--- src/rtl/clkgen_pkg.sv ---
package clkgen_pkg;

  typedef enum logic [1:0] {
    SEL_R256 = 2'b00,
    SEL_R512 = 2'b01,
    SEL_R384 = 2'b10,
    SEL_BAD  = 2'b11
  } ratio_sel_e;

  typedef struct packed {
    logic       pdn;
    logic       dbl;
    logic [1:0] sel;
  } clk_cfg_t;

  localparam int RATIO_LO  = 256;
  localparam int RATIO_MID = 384;
  localparam int RATIO_HI  = 512;

  // Reset value: looks like power-down so the first real setting restarts
  localparam clk_cfg_t CFG_RST = '{pdn: 1'b1, dbl: 1'b0, sel: 2'b00};

endpackage

--- src/rtl/clkgen_ratio_dec.sv ---
module clkgen_ratio_dec
  import clkgen_pkg::*;
#(
  parameter int BCLK_PER_FS = 64,
  parameter int CNT_W       = 3
) (
  input  logic [1:0]       sel_i,
  input  logic             dbl_i,
  output logic             legal_o,
  output logic [CNT_W-1:0] half_o
);

  localparam int HALF_LO  = RATIO_LO  / BCLK_PER_FS / 2;
  localparam int HALF_MID = RATIO_MID / BCLK_PER_FS / 2;
  localparam int HALF_HI  = RATIO_HI  / BCLK_PER_FS / 2;

  ratio_sel_e code;
  assign code = ratio_sel_e'(sel_i);

  always_comb begin
    legal_o = 1'b0;
    half_o  = '0;
    unique case (code)
      SEL_R256: begin legal_o = 1'b1;   half_o = CNT_W'(HALF_LO);  end
      SEL_R512: begin legal_o = !dbl_i; half_o = CNT_W'(HALF_HI);  end
      SEL_R384: begin legal_o = !dbl_i; half_o = CNT_W'(HALF_MID); end
      SEL_BAD:  begin legal_o = 1'b0;   half_o = '0;               end
      default:  begin legal_o = 1'b0;   half_o = '0;               end
    endcase
  end

  always_comb begin
    if (legal_o) assert (half_o != '0) else $error("p_half_nonzero_r1");
  end

endmodule

--- src/rtl/clkgen_bclk_div.sv ---
module clkgen_bclk_div #(
  parameter int CNT_W = 3
) (
  input  logic             clk_i,
  input  logic             rst_ni,
  input  logic             clear_i,
  input  logic [CNT_W-1:0] half_i,
  output logic             bclk_o,
  output logic             fall_o,
  output logic             wrap_o
);

  logic [CNT_W-1:0] cnt_q, cnt_nxt;
  logic [CNT_W:0]   last;
  logic             at_last;

  assign last    = {half_i, 1'b0} - 1'b1;
  assign at_last = ({1'b0, cnt_q} == last);
  assign cnt_nxt = at_last ? '0 : cnt_q + 1'b1;
  assign wrap_o  = at_last && !clear_i;

  always_ff @(posedge clk_i or negedge rst_ni) begin
    if (!rst_ni) begin
      cnt_q  <= '0;
      bclk_o <= 1'b0;
      fall_o <= 1'b0;
    end else if (clear_i) begin
      cnt_q  <= '0;
      bclk_o <= 1'b0;
      fall_o <= 1'b0;
    end else begin
      cnt_q  <= cnt_nxt;
      bclk_o <= (cnt_nxt >= half_i);  // low half first, then high half
      fall_o <= at_last;
    end
  end

  p_fall_marks_edge_r5: assert property (@(posedge clk_i) disable iff (!rst_ni)
    fall_o |-> (!bclk_o && $past(bclk_o)));

  p_edge_has_fall_r5: assert property (@(posedge clk_i) disable iff (!rst_ni)
    (!bclk_o && $past(bclk_o) && !$past(clear_i)) |-> fall_o);

  p_cnt_in_range_r3: assert property (@(posedge clk_i) disable iff (!rst_ni)
    !clear_i |-> ({1'b0, cnt_q} <= last));

endmodule

--- src/rtl/clkgen_frame_div.sv ---
module clkgen_frame_div #(
  parameter int HALF_FRAME = 32
) (
  input  logic clk_i,
  input  logic rst_ni,
  input  logic clear_i,
  input  logic step_i,
  output logic lrclk_o,
  output logic fstb_o
);

  localparam int FR_W = (HALF_FRAME > 1) ? $clog2(HALF_FRAME) : 1;
  localparam logic [FR_W-1:0] FR_LAST = FR_W'(HALF_FRAME - 1);

  logic [FR_W-1:0] cnt_q;
  logic            turn;

  assign turn = step_i && (cnt_q == FR_LAST);

  always_ff @(posedge clk_i or negedge rst_ni) begin
    if (!rst_ni) begin
      cnt_q   <= '0;
      lrclk_o <= 1'b0;
      fstb_o  <= 1'b0;
    end else if (clear_i) begin
      cnt_q   <= '0;
      lrclk_o <= 1'b0;
      fstb_o  <= 1'b0;
    end else begin
      fstb_o <= turn;
      if (step_i) begin
        cnt_q   <= turn ? '0 : cnt_q + 1'b1;
        lrclk_o <= lrclk_o ^ turn;
      end
    end
  end

  p_fstb_on_toggle_r6: assert property (@(posedge clk_i) disable iff (!rst_ni)
    fstb_o |-> (lrclk_o != $past(lrclk_o)));

  p_lr_holds_r4: assert property (@(posedge clk_i) disable iff (!rst_ni)
    (!clear_i && !step_i) |=> $stable(lrclk_o));

endmodule

--- src/rtl/audio_clkgen.sv ---
module audio_clkgen
  import clkgen_pkg::*;
#(
  parameter int BCLK_PER_FS = 64,
  parameter int MAX_RATIO   = 512
) (
  input  logic       clk_i,
  input  logic       rst_ni,
  input  logic       pwr_dn_i,
  input  logic       band_dbl_i,
  input  logic [1:0] ratio_sel_i,
  output logic       bclk_o,
  output logic       lrclk_o,
  output logic       bit_stb_o,
  output logic       frame_stb_o,
  output logic       ratio_err_o
);

  localparam int MAX_DIV    = MAX_RATIO / BCLK_PER_FS;
  localparam int CNT_W      = $clog2(MAX_DIV);
  localparam int HALF_FRAME = BCLK_PER_FS / 2;

  clk_cfg_t         cfg_in, cfg_q;
  logic             legal;
  logic [CNT_W-1:0] half;
  logic             quiet;
  logic             wrap;

  assign cfg_in = '{pdn: pwr_dn_i, dbl: band_dbl_i, sel: ratio_sel_i};

  always_ff @(posedge clk_i or negedge rst_ni) begin
    if (!rst_ni) begin
      cfg_q       <= CFG_RST;
      ratio_err_o <= 1'b0;
    end else begin
      cfg_q       <= cfg_in;
      ratio_err_o <= !pwr_dn_i && !legal;
    end
  end

  // Any setting change clears both dividers for one edge
  assign quiet = pwr_dn_i || !legal || (cfg_in != cfg_q);

  clkgen_ratio_dec #(.BCLK_PER_FS(BCLK_PER_FS), .CNT_W(CNT_W)) u_dec (
    .sel_i   (ratio_sel_i),
    .dbl_i   (band_dbl_i),
    .legal_o (legal),
    .half_o  (half)
  );

  clkgen_bclk_div #(.CNT_W(CNT_W)) u_bdiv (
    .clk_i   (clk_i),
    .rst_ni  (rst_ni),
    .clear_i (quiet),
    .half_i  (half),
    .bclk_o  (bclk_o),
    .fall_o  (bit_stb_o),
    .wrap_o  (wrap)
  );

  clkgen_frame_div #(.HALF_FRAME(HALF_FRAME)) u_fdiv (
    .clk_i   (clk_i),
    .rst_ni  (rst_ni),
    .clear_i (quiet),
    .step_i  (wrap),
    .lrclk_o (lrclk_o),
    .fstb_o  (frame_stb_o)
  );

  p_restart_quiet_r7: assert property (@(posedge clk_i) disable iff (!rst_ni)
    quiet |=> (!bclk_o && !lrclk_o && !bit_stb_o && !frame_stb_o));

  p_pdn_all_low_r8: assert property (@(posedge clk_i) disable iff (!rst_ni)
    pwr_dn_i |=> (!ratio_err_o && !bclk_o && !lrclk_o && !bit_stb_o && !frame_stb_o));

  p_err_silent_r2: assert property (@(posedge clk_i) disable iff (!rst_ni)
    ratio_err_o |-> (!bclk_o && !lrclk_o && !bit_stb_o && !frame_stb_o));

  p_lr_moves_on_fall_r4: assert property (@(posedge clk_i) disable iff (!rst_ni)
    (lrclk_o && !$past(lrclk_o)) |-> (bit_stb_o && frame_stb_o));

endmodule

--- config.mk ---
export PLATFORM = sky130hd
export DESIGN_NAME = audio_clkgen
export DESIGN_NICKNAME = d
export VERILOG_FILES = /design/src/rtl/clkgen_pkg.sv /design/src/rtl/clkgen_ratio_dec.sv /design/src/rtl/clkgen_bclk_div.sv /design/src/rtl/clkgen_frame_div.sv /design/src/rtl/audio_clkgen.sv
export SDC_FILE = /design/constraint.sdc
export NUM_CORES = 1
export LEC_CHECK = 0
export BUFFER_PORTS_ARGS = -buffer_cell sky130_fd_sc_hd__buf_2
export CAP_MARGIN = 20
export CORE_UTILIZATION = 49
export CTS_CLUSTER_SIZE = 24
export DETAILED_ROUTE_END_ITERATION = 6
export PLACE_DENSITY = 0.83
export REMOVE_ABC_BUFFERS = 1
export SETUP_SLACK_MARGIN = 0.3
export SYNTH_ARGS = -nofsm -noshare
export SYNTH_HDL_FRONTEND = slang
export SYNTH_SLANG_ARGS = --single-unit
--- constraint.sdc ---
create_clock -name clk_i -period 1.9 [get_ports clk_i]
set_input_delay 0.38 -clock clk_i [delete_from_list [all_inputs] [get_ports clk_i]]
set_output_delay 0.38 -clock clk_i [all_outputs]
set_load 0.005 [all_outputs]
==> metrics.md <==
| Metric | Value |
|---|---|
| Startpoint type of the worst setup path | flip-flop |
| Post-synth EDFFs | 0 |
| Register-to-Register Path Depth | 5 |
| Cell family with most CP delay | simple AND/OR/NAND/NOR gates |
| Number of global-route vias before repair | 672 |
| Critical path class | flip-flop to flip-flop |
| Largest net degree at the start of global routing | 18 |
| Max Slew Vio Count | 0 |
| # clock sinks | 17 |
| Capture point of the worst reg-to-reg path | u_fdiv.cnt_q[2] |
| Tmin final | 1.940 ns |
| Clock latency at the later pin of the worst-skew pair | 0.30 ns |
| Antenna violation net count after detailed routing | 0 |
| Register area share after synthesis | 0.4830 |
| Slew margin rel. | 0.7334 |
| Root buf cell | clkbuf_4 |
| Status | finished with violations |
| Final Hold Fails | 9 |
| Critical path cell sequence | xnor2_2 -> or4b_4 -> buf_6 -> or4b_1 -> a21oi_2 |
| Clock Skew | 0.004888 ns |
| Vias per inst | 5.121 |
| Worst EP required | 2.14 ns |
| Slowest stage cell, crit path | or4b_4 |
| Ports | 11 |
| Top post-synthesis cells by area | dfrtp_1, ha_1, a21oi_1 |
| Routed wire length | 1.953 mm |
| Vias | 722 |
| Core ar. | 1594 sq um |
| Chip width | 44.46 microns |
| Synth area leader | dfrtp_1 |
| Initial antenna violation count | 0 |
| Worst min-delay path class | input pin to asynchronous set/reset pin |
| First-pass GRT wire length | 3.042 mm |
| Port Buffer Count | 10 |
| Synth top area share | 0.4533 |
| Initial Utilization | 0.5542 |
| Layout cells sized above 1 | 0.4359 |
| Area Overhead vs Synth | 40.93% |
| CTS Buf Count | 3 |
| R2R Setup Slk | -0.04 ns |
| CP max stage delay | 0.53 ns |
| Dominant cell by count in the synthesized netlist | dfrtp_1 |
| Syn Std Cell Area | 883.3 sq um |
| Worst setup margin | -0.04038 ns |
| Max-cap violation count | 0 |
| Final worst path period share | 1.021 |
| Synth async-reset ratio | 1.000 |
| Non-filler cells in the finished layout | 141 |
| DR WL/cell | 13.85 microns |
| Number of diodes | 0 |
| DR iter-0 viols | 13 |
| H-tree lvl count | 1 |
| Fin Setup TNS | -0.04985 ns |
| Crit. Startpoint | u_bdiv.cnt_q[1] |
| Leakage power | 0.5780 nW |
| Synth Register Bits | 17 |
| Final net count | 135 |
| Synthesis warning total | 0 |
| VDD IR-drop max | 0.3402 mV |
| Worst setup EP type | flip-flop |
| Placed wire-length estimate | 1.207 mm |
| Violated checks | hold timing, setup timing |
| Post-Syn Instances | 83 |
| Max Fclk | 515.4 MHz |
| Clock Pin Slew Worst Setup and Hold Paths | 0.10 ns |
| DR pass1 iterations | 4 |
| Die height | 44.46 microns |
| Most common library cells after synthesis | dfrtp_1, ha_1, a21oi_1, nor2_1, nand2_1 |
| WP buf/inv | 1 |
| Aggregate global routing overflow | 0 |
| Die area | 1977 sq um |
| Total power | 653.9 uW |
| RSZ-0062 raised after global routing | true |
| Hold Slack | -0.009364 ns |
| # placed instances | 129 |
| Reg2reg start | u_bdiv.cnt_q[1] |
| Pwr Density | 525.2 nW/um^2 |
| Predominant post-synthesis flop cell | dfrtp_1 |
| # hold bufs at CTS | 0 |
| WP depth | 5 |
| Clk buf depth | 2 |
| Tightest Pin Transition | 0.3999 ns |
| Gpl congestion | 0.7957 |
| Netlist cell types | 27 |
| Critical Path AT | 2.18 ns |
| Critical Path Sink | u_fdiv.cnt_q[2] |
| GRT Util Overall | 0.2187 |
| CTS tree | done |
| CP Max Fanout | 6 |
| DRC violations left | 0 |
| Avg Inst Size Synth | 10.64 sq um |
| Final setup viols | 2 |
| Site Rows | 14 |
## flip-flops by register name, indices dropped and copies added, names as in the netlist
name	flops
u_fdiv.fstb_o	1
u_fdiv.lrclk_o	1
u_fdiv.cnt_q	5
u_bdiv.fall_o	1
ratio_err_o	1
u_bdiv.bclk_o	1
cfg_q	4
u_bdiv.cnt_q	3
## logic make-up (layout without fill, tap and decap cells)
kind of cell | count (synthesis) | in the layout | synth area share
buf+inv | 5 | 39 | 0.02265
fa+ha+maj | 11 | 11 | 0.1558
compound gates | 12 | 12 | 0.07224
simple gates | 32 | 32 | 0.2068
flops | 17 | 17 | 0.4830
xor+xnor | 6 | 6 | 0.05949
## worst min-delay path by stage
| stage | endpoint | slack, ns | depth (start not counted) |
|---|---|---|---|
| finish | u_fdiv.cnt_q[2] | -0.009 | 1 |
| global route | u_fdiv.cnt_q[2] | 0.005 | 1 |
| CTS | u_fdiv.cnt_q[2] | 0.002 | 1 |
| detailed placement | u_fdiv.cnt_q[2] | 0.33 | 1 |
| global placement | u_fdiv.cnt_q[2] | 0.32 | 1 |
| floorplan | cfg_q[0] | 0.08 | 0 |
## per-stage QoR
| step | utilization | instance area (sq um) | setup slack [ns] |
|---|---|---|---|
| 2_1_floorplan | - | 874.6 | -0.4972 |
| 3_3_place_gp | 0.6648 | 1060 | -0.4272 |
| 3_5_place_dp | 0.6648 | 1060 | -0.4986 |
| 4_1_cts | 0.7206 | 1149 | -0.05784 |
| 5_1_grt | 0.7810 | 1245 | -0.09405 |
| 6_report | 0.7810 | 1245 | -0.04038 |
## metal layers
| layer | up-vias | global-route usage | wire [microns] |
|---|---|---|---|
| met4 | 0 | 0.1030 | 34 |
| li1 | 359 | - | - |
| met5 | - | 0 | 0 |
| met3 | 5 | 0.04082 | 40 |
| met2 | 16 | 0.3618 | 1031 |
| met1 | 342 | 0.2756 | 847 |
## final cells by class
class                      instances  area (sq um)
tap                               24         30.03
clock buffer                       4         26.28
multi-input combinational         61         524.3
fill                              97         349.1
inverter                           3         11.26
sequential                        17         426.7
timing repair buffer              32         226.5
## placed cells by master, fill, tap and decap left out, types with 3 or more instances in the layout
cell | synthesis | layout
buf_4 | 0 | 19
dfrtp_1 | 16 | 16
buf_2 | 1 | 10
nor2_1 | 7 | 7
ha_1 | 11 | 6
a21oi_1 | 7 | 5
nand2_1 | 5 | 4
inv_1 | 3 | 3
o21ai_0 | 3 | 3
nand3b_1 | 3 | 3
ha_2 | 0 | 3
clkbuf_4 | 0 | 3
buf_6 | 0 | 3
## repair_timing
item                                   4_1_cts  5_1_grt
buffers inserted                             1        7
setup endpoints to repair                    8        8
endpoints found under the hold margin        0        0
pin swaps                                   11        8
gates resized for setup                     11        9
## report_power, final
group / internal (mW) / switching [mW]
logic: 0.0410 / 0.0410
registers: 0.369 / 0.00226
clock network: 0.0818 / 0.119
total: 0.491 / 0.162
(Power assumes the default switching activity.)
